$ cat src/rtl/qp_seq_pkg.sv
package qp_seq_pkg;
  typedef enum logic [3:0] {
    S_IDLE, S_RAMP_UP, S_SETUP, S_PGM, S_PGM_WAIT, S_VFY, S_VFY_WAIT,
    S_READ, S_RDCMD, S_RAMP_DN, S_FIN
  } seq_state_e;

  localparam logic [7:0] CMD_SETUP  = 8'h40;
  localparam logic [7:0] CMD_VERIFY = 8'hC0;
  localparam logic [7:0] CMD_READ   = 8'h00;
endpackage

$ cat src/rtl/qp_delay.sv
module qp_delay #(
  parameter int W = 8
) (
  input  logic         clk_i,
  input  logic         rst_ni,
  input  logic         load_i,
  input  logic [W-1:0] load_val_i,
  output logic         zero_o
);
  logic [W-1:0] cnt_q;

  always_ff @(posedge clk_i or negedge rst_ni) begin
    if (!rst_ni)              cnt_q <= '0;
    else if (load_i)          cnt_q <= load_val_i;
    else if (cnt_q != '0)     cnt_q <= cnt_q - 1'b1;
  end

  assign zero_o = (cnt_q == '0);
endmodule

$ cat src/rtl/qp_pulse_cnt.sv
module qp_pulse_cnt #(
  parameter int MAX_PULSES = 25
) (
  input  logic clk_i,
  input  logic rst_ni,
  input  logic clr_i,
  input  logic inc_i,
  output logic last_o
);
  localparam int CW = $clog2(MAX_PULSES + 1);
  logic [CW-1:0] cnt_q;

  always_ff @(posedge clk_i or negedge rst_ni) begin
    if (!rst_ni)     cnt_q <= '0;
    else if (clr_i)  cnt_q <= '0;
    else if (inc_i)  cnt_q <= cnt_q + 1'b1;
  end

  // pulse just verified is the final one allowed
  assign last_o = (cnt_q == CW'(MAX_PULSES - 1));
endmodule

$ cat src/rtl/qp_addr_step.sv
module qp_addr_step #(
  parameter int AW = 16
) (
  input  logic          clk_i,
  input  logic          rst_ni,
  input  logic          load_i,
  input  logic [AW-1:0] load_addr_i,
  input  logic          inc_i,
  input  logic [AW-1:0] end_addr_i,
  output logic [AW-1:0] addr_o,
  output logic          at_end_o
);
  logic [AW-1:0] addr_q;
  logic [AW-1:0] end_q;

  always_ff @(posedge clk_i or negedge rst_ni) begin
    if (!rst_ni) begin
      addr_q <= '0;
      end_q  <= '0;
    end else if (load_i) begin
      addr_q <= load_addr_i;
      end_q  <= end_addr_i;
    end else if (inc_i) begin
      addr_q <= addr_q + 1'b1;
    end
  end

  assign addr_o   = addr_q;
  assign at_end_o = (addr_q == end_q);
endmodule

$ cat src/rtl/qp_prog_seq.sv
module qp_prog_seq
  import qp_seq_pkg::*;
#(
  parameter int ADDR_W     = 16,
  parameter int DATA_W     = 8,
  parameter int RAMP_CYC   = 1000,
  parameter int PGM_CYC    = 500,
  parameter int VFY_CYC    = 300,
  parameter int MAX_PULSES = 25
) (
  input  logic              clk_i,
  input  logic              rst_ni,
  input  logic              start_i,
  input  logic [ADDR_W-1:0] start_addr_i,
  input  logic [ADDR_W-1:0] end_addr_i,
  output logic [ADDR_W-1:0] src_addr_o,
  input  logic [DATA_W-1:0] src_data_i,
  output logic [ADDR_W-1:0] flash_addr_o,
  output logic [DATA_W-1:0] flash_wdata_o,
  input  logic [DATA_W-1:0] flash_rdata_i,
  output logic              flash_we_o,
  output logic              flash_oe_o,
  output logic              vpp_req_o,
  output logic              busy_o,
  output logic              done_o,
  output logic              err_o,
  output logic [ADDR_W-1:0] err_addr_o
);
  localparam int TMAX0 = (RAMP_CYC > PGM_CYC) ? RAMP_CYC : PGM_CYC;
  localparam int TMAX  = (TMAX0 > VFY_CYC) ? TMAX0 : VFY_CYC;
  localparam int TW    = $clog2(TMAX + 1);

  seq_state_e state_q, state_d;
  logic tmr_zero, tmr_load;
  logic [TW-1:0] tmr_val;
  logic pc_clr, pc_inc, pc_last;
  logic ad_load, ad_inc, ad_end;
  logic [ADDR_W-1:0] cur_addr;
  logic fail_q, fail_set;
  logic [ADDR_W-1:0] fail_addr_q;
  logic match;

  assign match = (flash_rdata_i == src_data_i);

  always_comb begin
    state_d  = state_q;
    pc_clr   = 1'b0;
    pc_inc   = 1'b0;
    ad_load  = 1'b0;
    ad_inc   = 1'b0;
    fail_set = 1'b0;
    unique case (state_q)
      S_IDLE: if (start_i) begin
        state_d = S_RAMP_UP;
        ad_load = 1'b1;
        pc_clr  = 1'b1;
      end
      S_RAMP_UP:  if (tmr_zero) state_d = S_SETUP;
      S_SETUP:    state_d = S_PGM;
      S_PGM:      state_d = S_PGM_WAIT;
      S_PGM_WAIT: if (tmr_zero) state_d = S_VFY;
      S_VFY:      state_d = S_VFY_WAIT;
      S_VFY_WAIT: if (tmr_zero) state_d = S_READ;
      S_READ: begin
        if (match) begin
          if (ad_end) state_d = S_RDCMD;
          else begin
            state_d = S_SETUP;
            ad_inc  = 1'b1;
            pc_clr  = 1'b1;
          end
        end else if (pc_last) begin
          state_d  = S_RAMP_DN;
          fail_set = 1'b1;
        end else begin
          state_d = S_SETUP;
          pc_inc  = 1'b1;
        end
      end
      S_RDCMD:   state_d = S_RAMP_DN;
      S_RAMP_DN: if (tmr_zero) state_d = S_FIN;
      S_FIN:     state_d = S_IDLE;
      default:   state_d = S_IDLE;
    endcase
  end

  // load the shared delay counter on entry to any timed state
  always_comb begin
    tmr_load = (state_d != state_q);
    unique case (state_d)
      S_RAMP_UP, S_RAMP_DN: tmr_val = TW'(RAMP_CYC - 1);
      S_PGM_WAIT:           tmr_val = TW'(PGM_CYC - 1);
      S_VFY_WAIT:           tmr_val = TW'(VFY_CYC - 1);
      default: begin
        tmr_val  = '0;
        tmr_load = 1'b0;
      end
    endcase
  end

  always_ff @(posedge clk_i or negedge rst_ni) begin
    if (!rst_ni) begin
      state_q     <= S_IDLE;
      fail_q      <= 1'b0;
      fail_addr_q <= '0;
    end else begin
      state_q <= state_d;
      if (ad_load) fail_q <= 1'b0;
      else if (fail_set) begin
        fail_q      <= 1'b1;
        fail_addr_q <= cur_addr;
      end
    end
  end

  qp_delay #(.W(TW)) u_delay (
    .clk_i(clk_i), .rst_ni(rst_ni), .load_i(tmr_load),
    .load_val_i(tmr_val), .zero_o(tmr_zero)
  );

  qp_pulse_cnt #(.MAX_PULSES(MAX_PULSES)) u_pcnt (
    .clk_i(clk_i), .rst_ni(rst_ni), .clr_i(pc_clr),
    .inc_i(pc_inc), .last_o(pc_last)
  );

  qp_addr_step #(.AW(ADDR_W)) u_astep (
    .clk_i(clk_i), .rst_ni(rst_ni), .load_i(ad_load),
    .load_addr_i(start_addr_i), .inc_i(ad_inc), .end_addr_i(end_addr_i),
    .addr_o(cur_addr), .at_end_o(ad_end)
  );

  always_comb begin
    unique case (state_q)
      S_SETUP: flash_wdata_o = DATA_W'(CMD_SETUP);
      S_PGM:   flash_wdata_o = src_data_i;
      S_VFY:   flash_wdata_o = DATA_W'(CMD_VERIFY);
      default: flash_wdata_o = DATA_W'(CMD_READ);
    endcase
  end

  assign flash_we_o   = (state_q == S_SETUP) || (state_q == S_PGM) ||
                        (state_q == S_VFY)   || (state_q == S_RDCMD);
  assign flash_oe_o   = (state_q == S_READ);
  assign flash_addr_o = cur_addr;
  assign src_addr_o   = cur_addr;
  assign vpp_req_o    = !(state_q inside {S_IDLE, S_RAMP_DN, S_FIN});
  assign busy_o       = (state_q != S_IDLE);
  assign done_o       = (state_q == S_FIN);
  assign err_o        = fail_q && (state_q inside {S_FIN, S_IDLE});
  assign err_addr_o   = fail_addr_q;
endmodule

$ cat config.mk
export PLATFORM = sky130hd
export DESIGN_NAME = qp_prog_seq
export DESIGN_NICKNAME = d
export VERILOG_FILES = /design/src/rtl/qp_seq_pkg.sv /design/src/rtl/qp_delay.sv /design/src/rtl/qp_pulse_cnt.sv /design/src/rtl/qp_addr_step.sv /design/src/rtl/qp_prog_seq.sv
export SDC_FILE = /design/constraint.sdc
export NUM_CORES = 1
export LEC_CHECK = 0
export BUFFER_PORTS_ARGS = -buffer_cell sky130_fd_sc_hd__buf_2
export CAP_MARGIN = 20
export CORE_ASPECT_RATIO = 1.4
export CORE_UTILIZATION = 52
export DETAILED_ROUTE_END_ITERATION = 10
export PLACE_DENSITY = 0.9
export SLEW_MARGIN = 20
export SYNTH_ARGS = -nofsm -noshare
export SYNTH_HDL_FRONTEND = slang
export SYNTH_SLANG_ARGS = --single-unit
export TNS_END_PERCENT = 10
$ cat constraint.sdc
create_clock -name clk_i -period 2.4 [get_ports clk_i]
set_input_delay 0.36 -clock clk_i [delete_from_list [all_inputs] [get_ports clk_i]]
set_output_delay 0.36 -clock clk_i [all_outputs]
set_load 0.01 [all_outputs]
==> results of run 1 <==
worst paths after layout:
check | end | slack (ns)
max reg2reg | u_delay.cnt_q[3] | 0.17
min reg2reg | err_addr_o[11] | 0.48
max in group asynchronous | u_astep.end_q[11] | 1.24
min in group asynchronous | err_addr_o[8] | 0.54
min | u_astep.end_q[5] | 0.20
max | u_delay.cnt_q[3] | 0.17
through the flow:
step | setup WS [ns] | util (%) | area [sq um] | total power (uW) | hold slack [ns]
after floorplan | 0.384 | - | 3920 | 2380 | 0.0644
after global placement | 0.224 | 62.2 | 4550 | 2660 | 0.344
after detailed placement | 0.160 | 62.2 | 4550 | 2710 | 0.354
after CTS | 0.170 | 64.9 | 4750 | 3610 | 0.189
after global routing | 0.00974 | 64.9 | 4750 | 3810 | 0.188
final | 0.165 | 64.9 | 4750 | 3610 | 0.201
final cells by class:
type	count	area (sq um)
clock inverters	1	5.00
clock buffers	14	183
repair buffers	133	733
flip-flops and latches	68	1700
fillers	596	2570
well taps	97	121
inverters	10	37.5
multi-input cells	306	1960
cells by family after synthesis:
kind of cell / Yosys count / share of synthesized area, %
mux: 20 / 5.59
buf+inv: 47 / 6.36
flops: 68 / 43.5
compound gates: 44 / 7.35
fa+ha+maj: 5 / 1.60
simple gates: 192 / 25.6
xor+xnor: 45 / 10.1
layout by cell type, fill, tap and decap left out, types with 2 or more instances in the layout:
cell type and count:
buf_2 112, nand2_1 86, dfrtp_1 68, xnor2_1 30
nor2_1 19, buf_4 19, xor2_1 15, o21ai_0 15
mux2_2 15, nor3_1 13, nand3_1 13, clkbuf_8 13
nand4_1 11, inv_1 10, and2_1 9, a21oi_1 9
nor2b_1 5, and3_1 5, mux2i_1 5, ha_1 5
nor3b_1 4, nor4_1 4, nand2b_1 4, nand3b_1 4
or2_2 3, nor4_4 3, o31a_1 3, a22oi_1 3
o21ai_1 3, nor4b_1 2
metal layers:
metal,up-vias,part of all wire [%],GRT usage (%)
li1,1620,-,-
met1,1641,38,31.0
met2,127,52,43.4
met3,40,5.5,6.56
met4,0,4.3,14.9
met5,-,0,0
registers in the layout, summed over array words and instances (netlist names):
name	flops
fail_q	1
state_q	4
u_astep.end_q	16
u_astep.addr_o	16
err_addr_o	16
u_delay.cnt_q	10
u_pcnt.cnt_q	5
critical path: cells and delay by family, from the launching register on:
family / cells / cell delay (ns)
simple gates: 2 / 0.42
fa+ha+maj: 1 / 0.20
compound gates: 4 / 1.01
flops: 1 / 0.42
buf+inv: 1 / 0.08
power by group through the flow:
stage | logic (uW) | clock network (uW) | registers (uW)
after floorplan | 773 | 0 | 1610
after global placement | 1040 | 0 | 1620
after detailed placement | 1070 | 0 | 1640
after CTS | 1090 | 905 | 1620
after global routing | 1200 | 958 | 1660
final | 1080 | 898 | 1630
==> summary.md, run 1 <==
| Metric | Value |
|---|---|
| CTS Buffer Depth | 2 |
| Fin cells | 629 |
| Crit. Startpoint | u_delay.cnt_q[0] |
| Area leader, netlist | dfrtp_1 |
| Synth Cell Area | 3920 sq um |
| Critical Path AT | 2.48 ns |
| Yosys Warn Count | 0 |
| Setup Fix Bufs, Post-CTS | 0 |
| Worst-path cell chain | inv_1, ha_1, nor2b_1, nand4_1, o21ai_0, a211oi_2, o2111ai_2, a21bo_1 |
| Dpl cells | 613 |
| Sink Count | 68 |
| CTS clk-pin slew, worst paths | 0.08 ns |
| Biggest cell delay along the critical path | 0.42 ns |
| Worst r2r src | u_delay.cnt_q[0] |
| Post-CTS sizing | 0 |
| Post-synthesis sequential area ratio | a little over two fifths |
| Mean Syn Cell Area | a little over 9 sq um |
| H-tree Lvls | 3 |
| Worst hold stages | 3 |
| Seq cells post-synth | 68 |
| Unrepaired setup endpoints after global routing | false |
| Gate power share | 30.0% |
| Final Cycle Share | 93.1% |
| Number of diodes | 0 |
| Setup TNS | 0 ns |
| Slew margin rel. | a little over three fifths |
| CTS Hold Bufs | 1 |
| Final nets | between 500 and 600 |
| Leak | 0.00234 uW |
| CTS tree | yes |
| Worst VDD drop | 0.527 mV |
| Fmax | 447 MHz |
| Int Pwr | 2370 uW |
| Total grt overflow | 0 |
| CP required | 2.64 ns |
| Initial antenna violation count | 0 |
| Layout cells sized above 1 | 32.7% |
| Min-delay src | end_addr_i[5] |
| Worst setup EP type | register |
| Initial DRC count | 203 |
| Clock power share | 24.9% |
| Syn_nets | 477 |
| Startpoint Class | register |
| Vias | 3428 |
| Worst path slowest cell | dfrtp_1 |
| Area Growth Syn to Fin | 21.2% |
| Hold WC Path Type | in2reg |
| Crit-path max FO | 7 |
| Row count | 37 |
| Post-synth EDFFs | 0 |
| Worst R2R Path Depth | 8 |
| Sequential share of power | 45.1% |
| Ys async rst share | 100% |
| Sw Ratio | 34.4% |
| IO Port Bufs | between 100 and 150 |
| Top post-synthesis cells by area | dfrtp_1 43%, nand2_1 8.2%, xnor2_1 6.7%, mux2_2 4.3%, xor2_1 3.4% |
| MaxCap Viol Count | 0 |
| Vias in the first global route | 3470 |
| Horiz. Die Dim | 75.3 um |
| WL final | 9610 um |
| Wire per inst | 15.3 um |
| Final hold viol count | 0 |
| Clk_lat worst skew | 0.35 ns |
| Clk root buf | clkbuf_8 |
| Finish-stage setup viols | 0 |
| DIE AREA | roughly 7900 sq um |
| CTS buffer count | 9 |
| Synth top cells by count | 86 x nand2_1, 68 x dfrtp_1, 30 x xnor2_1, 19 x nor2_1, 17 x buf_4 |
| Gate Count Post-Synth | 421 |
| Crit path kind | reg2reg |
| Tot GR Track Use | 26.6% |
| Measured slew at the worst slew-check pin | 0.557 ns |
| Top cell type's share of synthesized area | between 40% and 50% |
| PD cells | 760 nW/um^2 |
| Core ar. | 7310 sq um |
| Drt pass-1 iters | 4 |
| Max Slew Vio Count | 0 |
| Sw Pwr | between 1000 and 1500 uW |
| Detail Placement HPWL | between 7000 and 8000 um |
| First-pass GRT wire length | between 15000 and 20000 um |
| Die Y | 105 um |
| DRC viols | 0 |
| Final ANT Viol Nets | 0 |
| Clock skew | around 0.0093 ns |
| Via density | 5.45 |
| Minimum clock period | 2.23 ns |
| Dominant synthesized flop cell | dfrtp_1 |
| Synth cell types | 50 |
| IO Pins | 113 |
| Initial Util | between 50% and 60% |
| Outcome | finished clean |
| Top-count cell post-synth | nand2_1 |
| Gpl congestion | 0.862 |
| Largest net degree at the start of global routing | 49 |
Power figures use the tool's default switching activity.
==> inputs of run 2 (changes only) <==
--- a/config.mk
+++ b/config.mk
@@ -5,12 +5,13 @@
 export SDC_FILE = /design/constraint.sdc
 export NUM_CORES = 1
 export LEC_CHECK = 0
-export BUFFER_PORTS_ARGS = -buffer_cell sky130_fd_sc_hd__buf_2
 export CAP_MARGIN = 20
 export CORE_ASPECT_RATIO = 1.4
-export CORE_UTILIZATION = 52
+export CORE_UTILIZATION = 55
 export DETAILED_ROUTE_END_ITERATION = 10
-export PLACE_DENSITY = 0.9
+export DONT_BUFFER_PORTS = 1
+export PLACE_DENSITY = 0.8
+export SKIP_LAST_GASP = 1
 export SLEW_MARGIN = 20
 export SYNTH_ARGS = -nofsm -noshare
 export SYNTH_HDL_FRONTEND = slang
==> run 2 against run 1 <==
Against the previous run: register-to-register slack better by 0.07 ns; global-route usage is 1.9 points lower; combinational power down 6%; count of clock-buffer cells in the layout fell by 1; fmax increased by 3.0%; non-clock buffer count decreased by 100; highest routed layer unchanged; setup slack better by 0.066 ns; cell count is 16% lower.
==> summary.md, run 2 (synthesis gave the netlist of run 1 again) <==
| Metric | Value |
|---|---|
| Critical Path AT | roughly 2.4 ns |
| PD cells | 799 nW/um^2 |
| Pre-CTS setup slack | 0.222 ns |
| Worst setup EP type | register |
| Clk root buf | clkbuf_8 |
| CTS buffer count | 9 |
| Total grt overflow | 0 |
| Fillers | 623 |
| Worst VDD drop | 0.455 mV |
| Leak | between 0.0015 and 0.002 uW |
| Max Slew Vio Count | 0 |
| Final nets | 484 |
| Fin cells | 527 |
| Most frequent cells in the layout | 86 x nand2_1, 68 x dfrtp_1, 31 x buf_4 |
| Worst r2r src | state_q[0] |
| Setup TNS | 0 ns |
| Via density | 5.63 |
| Initial DRC count | 111 |
| Commonest non-fill, non-tap cell in the layout | nand2_1 |
| First-pass GRT wire length | around 14000 um |
| IO Pins | between 100 and 150 |
| Largest net degree at the start of global routing | 69 |
| Drt pass-1 iters | 4 |
| MaxCap Viol Count | 0 |
| DIE AREA | 7460 sq um |
| Detail Placement HPWL | ~6500 um |
| Crit path kind | reg2reg |
| Number of diodes | 0 |
| WP buf/inv | 1 |
| Tot GR Track Use | ~25% |
| Power, Total | around 3400 uW |
| CTS Buffer Depth | 2 |
| Finish-stage setup viols | 0 |
| WL final | 8670 um |
| Worst Setup Slack, final | 0.231 ns |
| Dpl cells | between 500 and 600 |
| Wire per inst | about 16 um |
| Worst-path cell chain | buf_4, nor4_1, nand2_1, and2_1, a22oi_1, nand2_1 |
| Setup Fix Bufs, Post-CTS | 0 |
| Final Cycle Share | 90.4% |
| Layout cells sized above 1 | 16.9% |
| Unrepaired setup endpoints after global routing | false |
| DRC viols | 0 |
| Worst path slowest cell | nand2_1 |
| Crit. Startpoint | state_q[0] |
| Final hold viol count | 0 |
| Initial antenna violation count | 0 |
| Die Y | 102 um |
| Initial Util | 56.4% |
| Outcome | finished clean |
| Measured slew at the worst slew-check pin | 0.648 ns |
| Final ANT Viol Nets | 0 |
| Biggest cell delay along the critical path | 0.44 ns |
| Clock skew | 0.00957 ns |
| Post-CTS sizing | 0 |
| Top cell by count, worst path | nand2_1 |
| IO Port Bufs | 0 |
| Hold WC Path Type | in2reg |
| Vias in the first global route | 2851 |
| CTS clk-pin slew, worst paths | 0.07 ns |
| Row count | 36 |
| Area Growth Syn to Fin | 8.85% |
| H-tree Lvls | 3 |
| Worst reg2reg path endpoint | u_astep.addr_o[13] |
| Startpoint Class | register |
| CP delay by family, top | simple AND/OR/NAND/NOR gates |
| Fmax | 461 MHz |
| CTS tree | yes |
| Critical Path End | u_astep.addr_o[13] |
| WP depth | 6 |
| Core ar. | 6940 sq um |
| Reg2reg setup slack | approximately 0.23 ns |
| Sink Count | 68 |
| Crit-path max FO | 13 |
| Slew margin rel. | 56.4% |
| Minimum clock period | 2.17 ns |
| Worst R2R Path Depth | 6 |
| Vias | approximately 3000 |
| Clk_lat worst skew | 0.35 ns |
| CP required | between 2 and 3 ns |
| Horiz. Die Dim | about 73 um |
| Gpl congestion | ~0.87 |
run 2: cell types whose count changed in the layout (fill, tap and decap cells not counted), sizes merged:
| cell | change |
|---|---|
| clkinv | +1 |
| buf | -100 |
| clkbuf | -1 |
run 2: power by group:
part / leakage, uW / total, uW / switching, uW / internal [uW]
combinational: 0.00102 / 1010 / 554 / 454
clock: 0.0000893 / 820 / 398 / 423
sequential: 0.000829 / 1570 / 215 / 1360
total: 0.00193 / 3400 / 1170 / 2240
run 2: stage by stage:
step / utilization (%) / hold WS, ns / cell area, sq um
final: 61.4 / 0.120 / 4260
after global routing: 61.4 / 0.107 / 4260
after CTS: 61.4 / 0.0994 / 4260
after detailed placement: 58.5 / 0.0664 / 4060
after global placement: 58.5 / 0.0666 / 4060
after floorplan: - / 0.0644 / 3920
run 2: what timing repair did:
| item | 4_1_cts | 5_1_grt |
|---|---|---|
| hold buffers | 2 | 0 |
| endpoints found under the setup margin | 0 | 0 |
| hold endpoints to repair | 68 | 0 |
run 2: per-layer routing:
metal	share of wire, %	global-route usage (%)	routed length [um]	vias up
li1	-	-	-	1425
met1	39	28.3	3410	1440
met2	53	42.4	4580	91
met3	5.7	7.30	494	13
met4	2.2	11.1	187	0
met5	0	0	0	-
run 2: worst register-to-register path, cell delays in order, from the launching register on:
cell and delay (ns):
dfrtp_1 0.42, buf_4 0.18, nor4_1 0.43, nand2_1 0.44, and2_1 0.34, a22oi_1 0.18
nand2_1 0.07
run 2: cell type report:
| type | count | area, sq um | area share, % |
|---|---|---|---|
| Clock inverter | 2 | 10.0 | 0.235 |
| Clock buffer | 13 | 159 | 3.73 |
| Tap cell | 95 | 119 | 2.79 |
| Inverter | 10 | 37.5 | 0.881 |
| Sequential cell | 68 | 1700 | 39.9 |
| Multi-Input combinational cell | 306 | 1960 | 46.1 |
| Timing Repair Buffer | 33 | 270 | 6.34 |
run 2: worst min path at each step:
stage,to,slack [ns],cells after the start,from
after CTS,u_astep.end_q[6],0.1,2,end_addr_i[6]
after global placement,u_delay.cnt_q[8],0.07,0,rst_ni
after floorplan,err_addr_o[0],0.06,0,rst_ni
after global routing,u_astep.end_q[3],0.11,2,end_addr_i[3]
final,u_astep.end_q[6],0.12,2,end_addr_i[6]
after detailed placement,u_delay.cnt_q[7],0.07,0,rst_ni
